<file path="src/rtl/pacnt_pkg.sv">
package pacnt_pkg;
  localparam int ADDR_W = 2;
  localparam int CTRL_W = 5;

  typedef enum logic [ADDR_W-1:0] {
    SEL_CTRL  = 2'd0,
    SEL_COUNT = 2'd1,
    SEL_STAT  = 2'd2,
    SEL_PIN   = 2'd3
  } reg_sel_e;

  // bit 0 enable, 1 gated mode, 2 rising edge, 3 irq enable, 4 pin is output
  typedef struct packed {
    logic dir_out;
    logic irq_en;
    logic rise;
    logic gated;
    logic enable;
  } ctrl_t;
endpackage

</file>
<file path="src/rtl/pacnt_pin.sv">
module pacnt_pin (
  input  logic clk_i,
  input  logic rst_ni,
  input  logic pin_i,
  input  logic dir_out_i,
  input  logic count_en_i,
  input  logic rise_i,
  output logic level_o,
  output logic inc_o
);
  logic level_q;
  logic change;

  assign change  = ~dir_out_i & (pin_i ^ level_q);
  assign inc_o   = change & count_en_i & (rise_i ? pin_i : ~pin_i);
  assign level_o = level_q;

  always_ff @(posedge clk_i or negedge rst_ni) begin
    if (!rst_ni)        level_q <= 1'b0;
    else if (change)    level_q <= pin_i;
  end

  assert_dir_hold_R7: assert property (@(posedge clk_i) disable iff (!rst_ni)
    dir_out_i |=> (level_o == $past(level_o)));
endmodule

</file>
<file path="src/rtl/pacnt_counter.sv">
module pacnt_counter #(
  parameter int CNT_W = 8
) (
  input  logic             clk_i,
  input  logic             rst_ni,
  input  logic             inc_i,
  input  logic             wr_i,
  input  logic [CNT_W-1:0] wdata_i,
  output logic [CNT_W-1:0] cnt_o,
  output logic             wrap_o
);
  localparam logic [CNT_W-1:0] CNT_MAX = '1;
  logic [CNT_W-1:0] cnt_q;

  // write beats a same-cycle increment
  assign wrap_o = inc_i & ~wr_i & (cnt_q == CNT_MAX);
  assign cnt_o  = cnt_q;

  always_ff @(posedge clk_i or negedge rst_ni) begin
    if (!rst_ni)     cnt_q <= '0;
    else if (wr_i)   cnt_q <= wdata_i;
    else if (inc_i)  cnt_q <= cnt_q + 1'b1;
  end

  assert_write_wins_R8: assert property (@(posedge clk_i) disable iff (!rst_ni)
    wr_i |=> (cnt_o == $past(wdata_i)));
  assert_wrap_zero_R4: assert property (@(posedge clk_i) disable iff (!rst_ni)
    (inc_i && !wr_i && cnt_o == CNT_MAX) |=> (cnt_o == '0));
  assert_idle_hold_R2: assert property (@(posedge clk_i) disable iff (!rst_ni)
    (!inc_i && !wr_i) |=> $stable(cnt_o));
endmodule

</file>
<file path="src/rtl/pacnt_ctrl.sv">
module pacnt_ctrl
  import pacnt_pkg::*;
#(
  parameter int DATA_W = 8
) (
  input  logic              clk_i,
  input  logic              rst_ni,
  input  logic              we_i,
  input  reg_sel_e          sel_i,
  input  logic [DATA_W-1:0] wdata_i,
  input  logic              wrap_i,
  output ctrl_t             ctrl_o,
  output logic              ovf_o
);
  ctrl_t ctrl_q;
  logic  ovf_q;
  logic  clr;
  logic  unused_wdata;

  assign unused_wdata = ^wdata_i[DATA_W-1:CTRL_W];
  assign clr = we_i & (sel_i == SEL_STAT) & wdata_i[0];

  always_ff @(posedge clk_i or negedge rst_ni) begin
    if (!rst_ni)                        ctrl_q <= '0;
    else if (we_i && sel_i == SEL_CTRL) ctrl_q <= ctrl_t'(wdata_i[CTRL_W-1:0]);
  end

  // a wrap beats a same-cycle clear
  always_ff @(posedge clk_i or negedge rst_ni) begin
    if (!rst_ni)      ovf_q <= 1'b0;
    else if (wrap_i)  ovf_q <= 1'b1;
    else if (clr)     ovf_q <= 1'b0;
  end

  assign ctrl_o = ctrl_q;
  assign ovf_o  = ovf_q;

  assert_sticky_R5: assert property (@(posedge clk_i) disable iff (!rst_ni)
    (ovf_q && !clr) |=> ovf_q);
  assert_set_wins_R5: assert property (@(posedge clk_i) disable iff (!rst_ni)
    wrap_i |=> ovf_q);
endmodule

</file>
<file path="src/rtl/pacnt_top.sv">
module pacnt_top
  import pacnt_pkg::*;
#(
  parameter int DATA_W = 8
) (
  input  logic              clk_i,
  input  logic              rst_ni,
  input  logic              pin_i,
  input  logic              reg_we_i,
  input  logic [ADDR_W-1:0] reg_addr_i,
  input  logic [DATA_W-1:0] reg_wdata_i,
  output logic [DATA_W-1:0] reg_rdata_o,
  output logic              irq_o
);
  localparam int CNT_W = DATA_W;

  reg_sel_e         sel;
  ctrl_t            ctrl;
  logic             ovf;
  logic             level;
  logic             inc;
  logic             wrap;
  logic             count_en;
  logic [CNT_W-1:0] cnt;

  assign sel      = reg_sel_e'(reg_addr_i);
  assign count_en = ctrl.enable & ~ctrl.gated;

  pacnt_ctrl #(.DATA_W(DATA_W)) u_ctrl (
    .clk_i, .rst_ni,
    .we_i    (reg_we_i),
    .sel_i   (sel),
    .wdata_i (reg_wdata_i),
    .wrap_i  (wrap),
    .ctrl_o  (ctrl),
    .ovf_o   (ovf)
  );

  pacnt_pin u_pin (
    .clk_i, .rst_ni,
    .pin_i,
    .dir_out_i  (ctrl.dir_out),
    .count_en_i (count_en),
    .rise_i     (ctrl.rise),
    .level_o    (level),
    .inc_o      (inc)
  );

  pacnt_counter #(.CNT_W(CNT_W)) u_cnt (
    .clk_i, .rst_ni,
    .inc_i   (inc),
    .wr_i    (reg_we_i && sel == SEL_COUNT),
    .wdata_i (reg_wdata_i),
    .cnt_o   (cnt),
    .wrap_o  (wrap)
  );

  always_comb begin
    reg_rdata_o = '0;
    unique case (sel)
      SEL_CTRL:  reg_rdata_o[CTRL_W-1:0] = ctrl;
      SEL_COUNT: reg_rdata_o = cnt;
      SEL_STAT:  reg_rdata_o[0] = ovf;
      SEL_PIN:   reg_rdata_o[0] = level;
    endcase
  end

  assign irq_o = ovf & ctrl.irq_en;

  assert_flag_cause_R4: assert property (@(posedge clk_i) disable iff (!rst_ni)
    $rose(ovf) |-> $past(wrap));
  assert_gate_R2: assert property (@(posedge clk_i) disable iff (!rst_ni)
    !count_en |-> !inc);
  assert_irq_src_R6: assert property (@(posedge clk_i) disable iff (!rst_ni)
    irq_o |-> ovf);
endmodule

</file>
<file path="config.mk">
export PLATFORM = sky130hd
export DESIGN_NAME = pacnt_top
export DESIGN_NICKNAME = d
export VERILOG_FILES = /design/src/rtl/pacnt_pkg.sv /design/src/rtl/pacnt_pin.sv /design/src/rtl/pacnt_counter.sv /design/src/rtl/pacnt_ctrl.sv /design/src/rtl/pacnt_top.sv
export SDC_FILE = /design/constraint.sdc
export NUM_CORES = 1
export LEC_CHECK = 0
export ABC_CLOCK_PERIOD_IN_PS = 1800
export BUFFER_PORTS_ARGS = -buffer_cell sky130_fd_sc_hd__buf_2
export CAP_MARGIN = 15
export CORE_MARGIN = 2
export CORE_UTILIZATION = 46
export CTS_CLUSTER_SIZE = 10
export DETAILED_ROUTE_END_ITERATION = 12
export PLACE_DENSITY_LB_ADDON = 0.25
export SYNTH_ARGS = -nofsm -noshare
export SYNTH_HDL_FRONTEND = slang
export SYNTH_SLANG_ARGS = --single-unit
</file>
<file path="constraint.sdc">
create_clock -name clk_i -period 1.8 [get_ports clk_i]
set_input_delay 0.09 -clock clk_i [delete_from_list [all_inputs] [get_ports clk_i]]
set_output_delay 0.09 -clock clk_i [all_outputs]
set_load 0.03 [all_outputs]
</file>
==> impl_metrics.env <==
export IMPL_status="finished, final reports clean"
export IMPL_design_area_um2=1112
export IMPL_async_flop_share_pct=100.0
export IMPL_pre_cts_ws_ns=0.1265
export IMPL_fmax_ghz=0.5914
export IMPL_p_int_mw=0.6990
export IMPL_worst_skew_pair_late_latency_ns=0.29
export IMPL_synth_edf_count=0
export IMPL_grt_use_total_pct=22.72
export IMPL_syn_nets=103
export IMPL_period_minus_slack_ns=1.691
export IMPL_drt_iter0_drc=18
export IMPL_setup_slack_ns=0.1091
export IMPL_dp_cells=137
export IMPL_wl_per_cell_um=15.19
export IMPL_rows=15
export IMPL_grt_max_degree=17
export IMPL_mostFrequentLayoutCell="buf_2"
export IMPL_fin_skew_ns=0.002919
export IMPL_layout_common_cells="22 x buf_2, 15 x dfrtp_1, 13 x nor2_1"
export IMPL_dieHeight_um=47.89
export IMPL_io_buffers=22
export IMPL_core_area_um2=1764
export IMPL_worstPathMaxFanout=5
export IMPL_power_switching_mw=0.4172
export IMPL_startpoint_type="flip-flop"
export IMPL_vias_per_cell=5.545
export IMPL_wl_mm=2.203
export IMPL_clockPowerShare_pct=18.1
export IMPL_slew_violations=0
export IMPL_hp_class="primary input to flip-flop"
export IMPL_n_antenna_cell=0
export IMPL_n_fill_cell=178
export IMPL_rsz0062_at_grt="false"
export IMPL_worstSetupPathType="flip-flop to flip-flop"
export IMPL_power_leakage_nw=0.5093
export IMPL_setup_viol=0
export IMPL_cts_buffer_depth=2
export IMPL_drc=0
export IMPL_dr_pass1_iters=4
export IMPL_tns_ns=0
export IMPL_vdd_drop_max_uv=626.0
export IMPL_cts_tree="done"
export IMPL_ant_nets=0
export IMPL_overflow=0
export IMPL_worst_ep_required_time_ns=2.02
export IMPL_layout_cells_non_filler=145
export IMPL_initial_core_util_pct=50.21
export IMPL_tightest_slew_ns=0.5300
export IMPL_synth_cells=88
export IMPL_antenna_found_initial=0
export IMPL_dieArea_um2=2293
export IMPL_synth_cell_types=29
export IMPL_swShare_pct=37.37
export IMPL_cts_htree_levels=1
export IMPL_finalPower_mw=1.116
export IMPL_drv_cap=0
export IMPL_hold_viol=0
export IMPL_maxSlewHeadroom_pct=64.58
export IMPL_drive_gt1_share_pct=33.33
export IMPL_vias=804
export IMPL_powerDensity_nw_per_um2=1004
export IMPL_area_growth_pct=25.57
export IMPL_cts_resized=0
export IMPL_clk_pin_slew_ns=0.09
export IMPL_root_buffer="clkbuf_4"
export IMPL_grt_first_pass_wirelength_mm=3.539
export IMPL_end_kind="flip-flop"
export IMPL_grt_pass1_vias=797
export IMPL_syn_cell_area_um2=885.9
export IMPL_cp_arrival_ns=1.91
export IMPL_clock_sinks=15
export IMPL_hpwl_mm=1.600
export IMPL_synth_avg_cell_area_um2=10.07
export IMPL_io_pins=23
export IMPL_fin_nets=136
export IMPL_period_share_pct=93.94
export IMPL_yosysWarnings=0
export IMPL_synth_flop_cell="dfrtp_1"
export IMPL_pwr_share_comb_pct=37.5
export IMPL_placed_cell_area_um2=1054
export IMPL_place_congestion=0.8303
export IMPL_synth_seq_cells=15
export IMPL_synth_seq_area_share_pct=42.37
export IMPL_p_seq_share_pct=44.5
export IMPL_die_w_um=47.89
export IMPL_cts_buffers=3
==> kinds of logic after synthesis <==
logic type | share of synthesized area (%)
and+or+nand+nor | 21.33
AOI/OAI and AO/OA | 12.43
buffers and inverters | 1.271
DFF | 42.37
xor gates and xnor gates | 4.943
adders and majority gates | 1.412
muxes | 16.24
==> worst paths after layout <==
check / startpoint / end / slack, ns / depth (start not counted)
hold / removal: reg_wdata_i[3] / u_ctrl.ctrl_o[3] / 0.05 / 2
setup / recovery: u_ctrl.ctrl_o[0] / u_cnt.cnt_o[7] / 0.11 / 4
max in group asynchronous: rst_ni / u_ctrl.ctrl_o[3] / 1.31 / 2
hold reg to reg: u_ctrl.ctrl_o[3] / u_ctrl.ctrl_o[3] / 0.54 / 1
min in group asynchronous: rst_ni / u_cnt.cnt_o[5] / 0.23 / 2
setup reg to reg: u_ctrl.ctrl_o[0] / u_cnt.cnt_o[7] / 0.11 / 4
==> registers in the layout, summed over array words and instances (netlist names) <==
signal / cells
u_ctrl.ctrl_o: 5
u_pin.level_o: 1
u_ctrl.ovf_o: 1
u_cnt.cnt_o: 8
==> per-layer routing <==
metal  global-route usage, %  share of wire [%]  vias to the layer above
li1                        -                  -                      390
met1                   26.81                 44                      381
met2                   39.20                 49                       25
met3                   3.774                4.2                        8
met4                   11.89                2.9                        0
met5                       0                  0                        -
==> through the flow <==
step | utilization (%) | hold WS (ns)
after global routing | 63.05 | 0.05692
after CTS | 61.77 | 0.04957
final | 63.05 | 0.04960
after global placement | 59.72 | 0.01799
after detailed placement | 59.72 | 0.02057
after floorplan | - | -0.2056
==> final cells by class <==
cell class | instances | area [um2] | area share (%)
clock buffer | 4 | 26.28 | 2.362
multi-input combinational | 70 | 499.2 | 44.88
sequential | 15 | 375.4 | 33.75
tap | 25 | 31.28 | 2.812
timing repair buffer | 31 | 180.2 | 16.20
==> Yosys cell counts, types with 2 or more instances <==
master	number	area share (%)
or3b_1	2	2.0
a31oi_1	2	1.4
nand4_1	2	1.4
nor2_1	13	5.5
clkbuf_1	3	1.3
o21ai_0	3	1.7
xor2_1	4	4.0
mux2_2	6	7.6
dfrtp_1	15	42
nand2_1	3	1.3
mux2i_1	5	5.6
a21oi_1	7	4.0
and2_1	4	2.8
o31ai_1	2	1.7
or4_1	2	1.7
o2111ai_1	2	2.0
==> timing repair <==
item,in CTS,in global routing
endpoints found under the setup margin,0,1
hold buffers,1,0
buffers inserted,0,3
hold endpoints to repair,15,0
==> worst max-delay path: stages (launching register included) <==
cell and delay (ns):
dfrtp_1 0.40, or3b_1 0.38, a21o_1 0.21, or4_1 0.47, a31oi_1 0.16
==> power by group through the flow <==
stage	clock network, mW	registers, mW	logic [mW]
after global placement	0	0.497	0.386
after floorplan	0	0.489	0.266
after CTS	0.200	0.498	0.400
final	0.201	0.496	0.418
after global routing	0.209	0.507	0.462
after detailed placement	0	0.504	0.396
(Power assumes the default switching activity.)
